`src/rtl/sleep_qual_pkg.sv`:
```
package sleep_qual_pkg;

  localparam int QUAL_N      = 6;
  localparam int CLKREQ_N    = 6;
  localparam int WIDTH_BITS  = 3;
  localparam int LAT_BITS    = 9;

  // waive-bit positions, index 0 = trace, 1 = thermal, 2 = usb, 3 = dsp, 4 = lan, 5 = me
  localparam int QUAL_WAIVE_POS [QUAL_N] = '{12, 26, 28, 29, 30, 31};

  localparam int CLKREQ_LSB   = 16;
  localparam int XTAL_WAIVE   = 22;
  localparam int PWR_BLK_EN   = 23;
  localparam int PLL_BLK_EN   = 25;
  localparam int LOWV_EN      = 13;
  localparam int WIDTH_LSB    = 9;
  localparam int LAT_LSB      = 0;

  localparam logic [31:0] CFG_WR_MASK = ~((32'h1 << 27) | (32'h1 << 24) | (32'h3 << 14));

  typedef enum logic [1:0] {
    ST_IDLE = 2'd0,
    ST_ON   = 2'd1,
    ST_EXIT = 2'd2
  } sleepState_t;

  typedef struct packed {
    logic loadWidth;
    logic loadExit;
    logic inAssert;
    logic inExit;
  } ctrlStrb_t;

endpackage

```
`src/rtl/sleep_qual_dp.sv`:
```
module sleep_qual_dp
  import sleep_qual_pkg::*;
(
  input  logic                clk,
  input  logic                rstN,
  input  logic                cfgWrEn,
  input  logic [31:0]         cfgWrData,
  output logic [31:0]         cfgRdData,
  input  logic                rtcTick,
  input  logic [QUAL_N-1:0]   qualIn,
  input  logic                xtalOff,
  input  logic [CLKREQ_N-1:0] clkReqN,
  input  ctrlStrb_t           strb,
  output logic                entryOk,
  output logic                widthDone,
  output logic                exitOne,
  output logic                latZero,
  output logic                sleepN,
  output logic                pwrRestoreBlock,
  output logic                xtalReenAllow,
  output logic                pllReenBlock,
  output logic                fastOscStop
);

  localparam int WCNT_BITS = WIDTH_BITS + 1;

  logic [31:0]          cfgReg;
  logic [QUAL_N-1:0]    qualMet;
  logic [CLKREQ_N-1:0]  reqMask;
  logic                 reqInhibit;
  logic                 xtalMet;
  logic [WIDTH_BITS-1:0] widthCode;
  logic [LAT_BITS-1:0]  latVal;
  logic [WCNT_BITS-1:0] widthCnt;
  logic [LAT_BITS-1:0]  exitCnt;
  logic                 inWindow;

  always_ff @(posedge clk or negedge rstN) begin
    if (!rstN) cfgReg <= '0;
    else if (cfgWrEn) cfgReg <= cfgWrData & CFG_WR_MASK;
  end
  assign cfgRdData = cfgReg;

  for (genvar i = 0; i < QUAL_N; i++) begin : gQual
    assign qualMet[i] = qualIn[i] | cfgReg[QUAL_WAIVE_POS[i]];
  end

  assign reqMask    = cfgReg[CLKREQ_LSB +: CLKREQ_N];
  assign reqInhibit = |(~clkReqN & reqMask);
  assign xtalMet    = xtalOff | cfgReg[XTAL_WAIVE];
  assign entryOk    = (&qualMet) & xtalMet & ~reqInhibit;

  assign widthCode = cfgReg[WIDTH_LSB +: WIDTH_BITS];
  assign latVal    = cfgReg[LAT_LSB +: LAT_BITS];
  assign latZero   = (latVal == '0);

  always_ff @(posedge clk or negedge rstN) begin
    if (!rstN) widthCnt <= '0;
    else if (strb.loadWidth) widthCnt <= WCNT_BITS'(widthCode) + WCNT_BITS'(1);
    else if (rtcTick && widthCnt != '0) widthCnt <= widthCnt - WCNT_BITS'(1);
  end
  assign widthDone = (widthCnt == '0);

  always_ff @(posedge clk or negedge rstN) begin
    if (!rstN) exitCnt <= '0;
    else if (strb.loadExit) exitCnt <= latVal;
    else if (rtcTick && exitCnt != '0) exitCnt <= exitCnt - LAT_BITS'(1);
  end
  assign exitOne = (exitCnt == LAT_BITS'(1));

  assign inWindow        = strb.inAssert | strb.inExit;
  assign sleepN          = ~strb.inAssert;
  assign pwrRestoreBlock = cfgReg[PWR_BLK_EN] & (entryOk | inWindow);
  assign xtalReenAllow   = ~(~cfgReg[XTAL_WAIVE] & inWindow);
  assign pllReenBlock    = cfgReg[PLL_BLK_EN] & inWindow;
  assign fastOscStop     = cfgReg[LOWV_EN] & strb.inAssert;

  p_width_no_grow_r7: assert property (@(posedge clk) disable iff (!rstN)
    !strb.loadWidth |=> widthCnt <= $past(widthCnt));

  p_exit_no_grow_r8: assert property (@(posedge clk) disable iff (!rstN)
    !strb.loadExit |=> exitCnt <= $past(exitCnt));

endmodule

```
`src/rtl/sleep_qual_ctrl.sv`:
```
module sleep_qual_ctrl
  import sleep_qual_pkg::*;
(
  input  logic      clk,
  input  logic      rstN,
  input  logic      rtcTick,
  input  logic      entryOk,
  input  logic      widthDone,
  input  logic      exitOne,
  input  logic      latZero,
  output ctrlStrb_t strb
);

  sleepState_t state, stateNx;

  always_comb begin
    stateNx        = state;
    strb.loadWidth = 1'b0;
    strb.loadExit  = 1'b0;
    case (state)
      ST_IDLE: if (entryOk) begin
        stateNx        = ST_ON;
        strb.loadWidth = 1'b1;
      end
      ST_ON: if (widthDone && !entryOk) begin
        stateNx       = latZero ? ST_IDLE : ST_EXIT;
        strb.loadExit = ~latZero;
      end
      ST_EXIT: begin
        if (entryOk) begin
          stateNx        = ST_ON;
          strb.loadWidth = 1'b1;
        end else if (rtcTick && exitOne) begin
          stateNx = ST_IDLE;
        end
      end
      default: stateNx = ST_IDLE;
    endcase
  end

  always_ff @(posedge clk or negedge rstN) begin
    if (!rstN) state <= ST_IDLE;
    else       state <= stateNx;
  end

  assign strb.inAssert = (state == ST_ON);
  assign strb.inExit   = (state == ST_EXIT);

  p_entry_gate_r6: assert property (@(posedge clk) disable iff (!rstN)
    (state == ST_IDLE && !entryOk) |=> state == ST_IDLE);

  p_min_width_r7: assert property (@(posedge clk) disable iff (!rstN)
    (state == ST_ON && !widthDone) |=> state == ST_ON);

  p_exit_hold_r8: assert property (@(posedge clk) disable iff (!rstN)
    (state == ST_EXIT && !rtcTick && !entryOk) |=> state == ST_EXIT);

endmodule

```
`src/rtl/sleep_qualifier.sv`:
```
module sleep_qualifier
  import sleep_qual_pkg::*;
(
  input  logic        clk,
  input  logic        rstN,
  input  logic        cfgWrEn,
  input  logic [31:0] cfgWrData,
  output logic [31:0] cfgRdData,
  input  logic        rtcTick,
  input  logic        meGated,
  input  logic        lanOff,
  input  logic        dspD3,
  input  logic        usbD3,
  input  logic        thermOff,
  input  logic        traceNoAon,
  input  logic        xtalOff,
  input  logic [5:0]  clkReqN,
  output logic        sleepN,
  output logic        pwrRestoreBlock,
  output logic        xtalReenAllow,
  output logic        pllReenBlock,
  output logic        fastOscStop
);

  ctrlStrb_t         strb;
  logic              entryOk, widthDone, exitOne, latZero;
  logic [QUAL_N-1:0] qualIn;

  assign qualIn = {meGated, lanOff, dspD3, usbD3, thermOff, traceNoAon};

  sleep_qual_dp u_dp (
    .clk, .rstN, .cfgWrEn, .cfgWrData, .cfgRdData, .rtcTick,
    .qualIn, .xtalOff, .clkReqN, .strb,
    .entryOk, .widthDone, .exitOne, .latZero,
    .sleepN, .pwrRestoreBlock, .xtalReenAllow, .pllReenBlock, .fastOscStop
  );

  sleep_qual_ctrl u_ctrl (
    .clk, .rstN, .rtcTick, .entryOk, .widthDone, .exitOne, .latZero, .strb
  );

  p_fell_needs_entry_r6: assert property (@(posedge clk) disable iff (!rstN)
    $fell(sleepN) |-> $past(entryOk));

  p_lowv_only_asleep_r12: assert property (@(posedge clk) disable iff (!rstN)
    fastOscStop |-> !sleepN);

endmodule

```
`config.mk`:
```
export PLATFORM = sky130hd
export DESIGN_NAME = sleep_qualifier
export DESIGN_NICKNAME = d
export VERILOG_FILES = /design/src/rtl/sleep_qual_pkg.sv /design/src/rtl/sleep_qual_dp.sv /design/src/rtl/sleep_qual_ctrl.sv /design/src/rtl/sleep_qualifier.sv
export SDC_FILE = /design/constraint.sdc
export NUM_CORES = 1
export LEC_CHECK = 0
export CORE_UTILIZATION = 25
export DETAILED_ROUTE_END_ITERATION = 8
export MAX_ROUTING_LAYER = met4
export PLACE_DENSITY = 0.55
export SLEW_MARGIN = 40
export SYNTH_ARGS = -nofsm -noshare
export SYNTH_HDL_FRONTEND = slang
export SYNTH_SLANG_ARGS = --single-unit
```
`constraint.sdc`:
```
create_clock -name clk -period 2.04 [get_ports clk]
set_input_delay 0.408 -clock clk [delete_from_list [all_inputs] [get_ports clk]]
set_output_delay 0.408 -clock clk [all_outputs]
set_load 0.005 [all_outputs]
```
==> impl_metrics.yaml <==
route:
  detailed_routing_iterations_pass_1: 4
  wl_per_cell_um: 13.27
  drt_wl_total_um: 5522
  drc: 0
  detail-route-antenna-nets: 0
  dr.first_iter.drc_count: 27
  dr_total_vias: 1825
  drt-vias-per-instance: 4.387
worst_setup_path:
  slowest_stage_cell_cp: "sky130_fd_sc_hd__dfrtp_1"
  cp_slowest_stage_delay_ps: 420
  path_buf_inv: 1
  critPathKind: "reg2out"
  critical_path_peak_fanout: 2
  start_kind: "flop"
  regToRegStartpoint: "u_dp.widthCnt[0]"
  critical_path_arrival_ps: 1630
  reg2reg_depth: 5
  rrSetupSlack_ps: 10
  path_cells: "a2111oi_4 -> and4_4 -> o21a_1 -> buf_2"
  worstPathRequired_ps: 1630
  end_kind: "output port"
  regToRegEndpoint: "u_dp.exitCnt[3]"
  path_delay_family: "compound AO/OA/AOI/OAI gates"
global_routing:
  groute.usage.overall_pct: 12.27
  largest_net_degree_at_the_start_of_global_routing: 22
  grt-ovfl-total: 0
  first_global_vias: 1903
  antenna_found_initial: 0
  first_pass_grt_wire_length_um: 9094
logic_synthesis:
  ys_dominant_reg_cell: "sky130_fd_sc_hd__dfrtp_1"
  syn_area_sq_um: 2277
  synthesis.instances: 187
  yosys.cell_types.count: 42
  synthesis.area_per_instance_sq_um: 12.18
  async_set_or_reset_flop_fraction_in_the_synthesized_netlist_pct: 100.0
  synth.ff_latch_count: 43
  synth-edff-count: 0
  synth-seq-area-share_pct: 47.25
  yosys_warnings: 0
placed_design:
  place_inst: 400
  place.detailed.hpwl_um: 4110
  io_buffer_count: 77
  place.gp.congestion: 0.8213
cts:
  cts_hold_repair.buffers: 0
  cts_inserted_buffers: 5
  clock_tree.buffer_depth: 2
  clk_pin_slew_ps: 80
  cts_root_buf: "sky130_fd_sc_hd__clkbuf_8"
  htree_levels: 2
  cts.sinks: 43
  worstSkewPairLatency_ps: 300
  cts_tree: "built"
cells_and_area:
  instances_no_fill: 416
  antennaDiodeCount: 0
  area.growth.synth_to_final_pct: 60.16
  nNetsFinal: 365
  finalCoreUtilization_pct: 41.62
  drive_gt1_share_pct: 38.31
power_and_ir_drop:
  p_leak_uw: 0.001596
  peakVddDrop_mv: 0.3934
  power.density_nw_per_um2: 951.9
floorplan:
  placement_rows: 34
  dieArea_sq_um: 9495
  start_util_pct: 25.99
  die_h_um: 97.44
  core_area_sq_um: 8763
  die_width_um: 97.44
  ios: 86
timing:
  post_route_worst_hold_slack_ps: 66.93
  report.final.slew_viol_count: 0
  max-slew-margin-rel_pct: 66.49
  final.setup_skew_ps: 6.593
  setup_repair_after_global_routing_missed_its_margin: "yes"
  final.period_utilization_pct: 99.94
  setup-violations-final: 0
  totalNegativeSetupSlack_ps: 0
  period_minus_slack_ps: 2039
  finalHoldViolCount: 0
  worst_slew_pin_slew_ps: 502.6
  achievable-frequency_ghz: 0.4905
flow_run:
  cap_violations: 0
outcome:
  status: "finished, final reports clean"
hold_path:
  hp-class: "in2async"
registers in the layout, indices dropped and copies added, names as in the netlist:
name	count
u_dp.cfgRdData	28
u_dp.exitCnt	9
u_dp.widthCnt	4
u_ctrl.state	2
how the worst max path moves through the flow:
| stage | startpoint | endpoint | slack [ps] | cells past startpoint |
|---|---|---|---|---|
| after floorplan | u_dp.widthCnt[0] | u_dp.exitCnt[0] | 30 | 6 |
| after global placement | clkReqN[5] | pwrRestoreBlock | -630 | 6 |
| after detailed placement | clkReqN[5] | pwrRestoreBlock | -630 | 6 |
| after CTS | u_dp.cfgRdData[20] | pwrRestoreBlock | -20 | 5 |
| after global routing | u_dp.cfgRdData[12] | pwrRestoreBlock | -100 | 5 |
| final | u_dp.cfgRdData[21] | pwrRestoreBlock | 1 | 4 |
repair_timing:
action / 4_1_cts / 5_1_grt
resized for setup: 38 / 10
endpoints found under the setup margin: 16 / 12
gates cloned: 1 / 0
buffers inserted: 5 / 3
pin swaps: 8 / 5
area by class of cell:
type	instances	area [sq um]
fillers	854	5116
multi-input cells	127	1234
flip-flops and latches	43	1076
repair buffers	118	1057
well taps	108	135.1
clock buffers	8	100.1
inverters	12	45.04
cell families (layout without fill, tap and decap cells):
family                     count (synthesis)  count (layout)  share of synthesized area [%]
and+or+nand+nor                           45              46                          11.43
muxes                                     43              43                          22.53
DFF                                       43              43                          47.25
buffers and inverters                     21             138                          4.450
AOI/OAI and AO/OA                         16              16                          5.770
adders and majority gates                  9               9                          4.945
xor gates and xnor gates                   9               9                          3.462
other                                      1               4                         0.1647
synth_stat cells (all sizes together) (2+ instances only):
library cell | number | area share, %
dfrtp | 43 | 47
mux2 | 39 | 21
inv | 12 | 2.0
nand2 | 11 | 1.8
ha | 9 | 4.9
nor2 | 9 | 1.5
xnor2 | 7 | 2.7
buf | 6 | 2.0
nor4 | 5 | 1.6
mux2i | 4 | 1.8
and2 | 3 | 0.82
clkbuf | 3 | 0.49
nand3 | 3 | 0.66
nand4 | 3 | 0.82
a2111oi | 2 | 1.3
a21oi | 2 | 0.44
nor2b | 2 | 0.99
nor3 | 2 | 0.44
o21a | 2 | 0.66
o21ai | 2 | 0.44
xor2 | 2 | 0.77
metrics by stage:
stage               setup slack (ps)  power, uW  cell area (sq um)
floorplan                      29.83       2077               2288
global placement              -631.5       2697               3388
detailed placement            -631.1       2715               3388
CTS                           -23.14       3419               3583
global route                  -95.74       3732               3647
finish                         1.281       3472               3647
worst register-to-register path: cells and delay by family (launching register included):
family                   cells  cell delay [ps]
AND/OR/NAND/NOR              2             1010
multiplexers                 1              330
flip-flops                   1              390
buffers and inverters        1               80
adder cells (fa/ha/maj)      1              120
power breakdown:
part           internal [uW]  switching, uW
Sequential              1060            209
Clock                    309            295
Combinational           1010            590
per-layer routing:
| metal | wire length [um] | vias up | global-route usage, % |
|---|---|---|---|
| met3 | 195 | 6 | 2.374 |
| met5 | 0 | - | - |
| met1 | 2571 | 870 | 15.54 |
| met4 | 70 | 0 | 3.733 |
| met2 | 2685 | 51 | 19.85 |
| li1 | - | 898 | - |
placed cells by master (no fill, tap or decap), drive strengths merged, types with 2 or more instances in the layout:
master / instances
ha: 9
xnor2: 7
buf: 43
mux2: 39
a21oi: 2
a2111oi: 2
nand4: 3
mux2i: 4
dlygate4sd2: 14
o21ai: 2
dfrtp: 43
and2: 3
nor3: 2
xor2: 2
clkbuf: 8
clkdlybuf4s50: 60
nor4: 5
or4: 2
conb: 4
nor2b: 2
nand3: 3
nor2: 9
inv: 12
o21a: 2
nand2: 11
No activity file was read; power rests on OpenSTA's default activity.
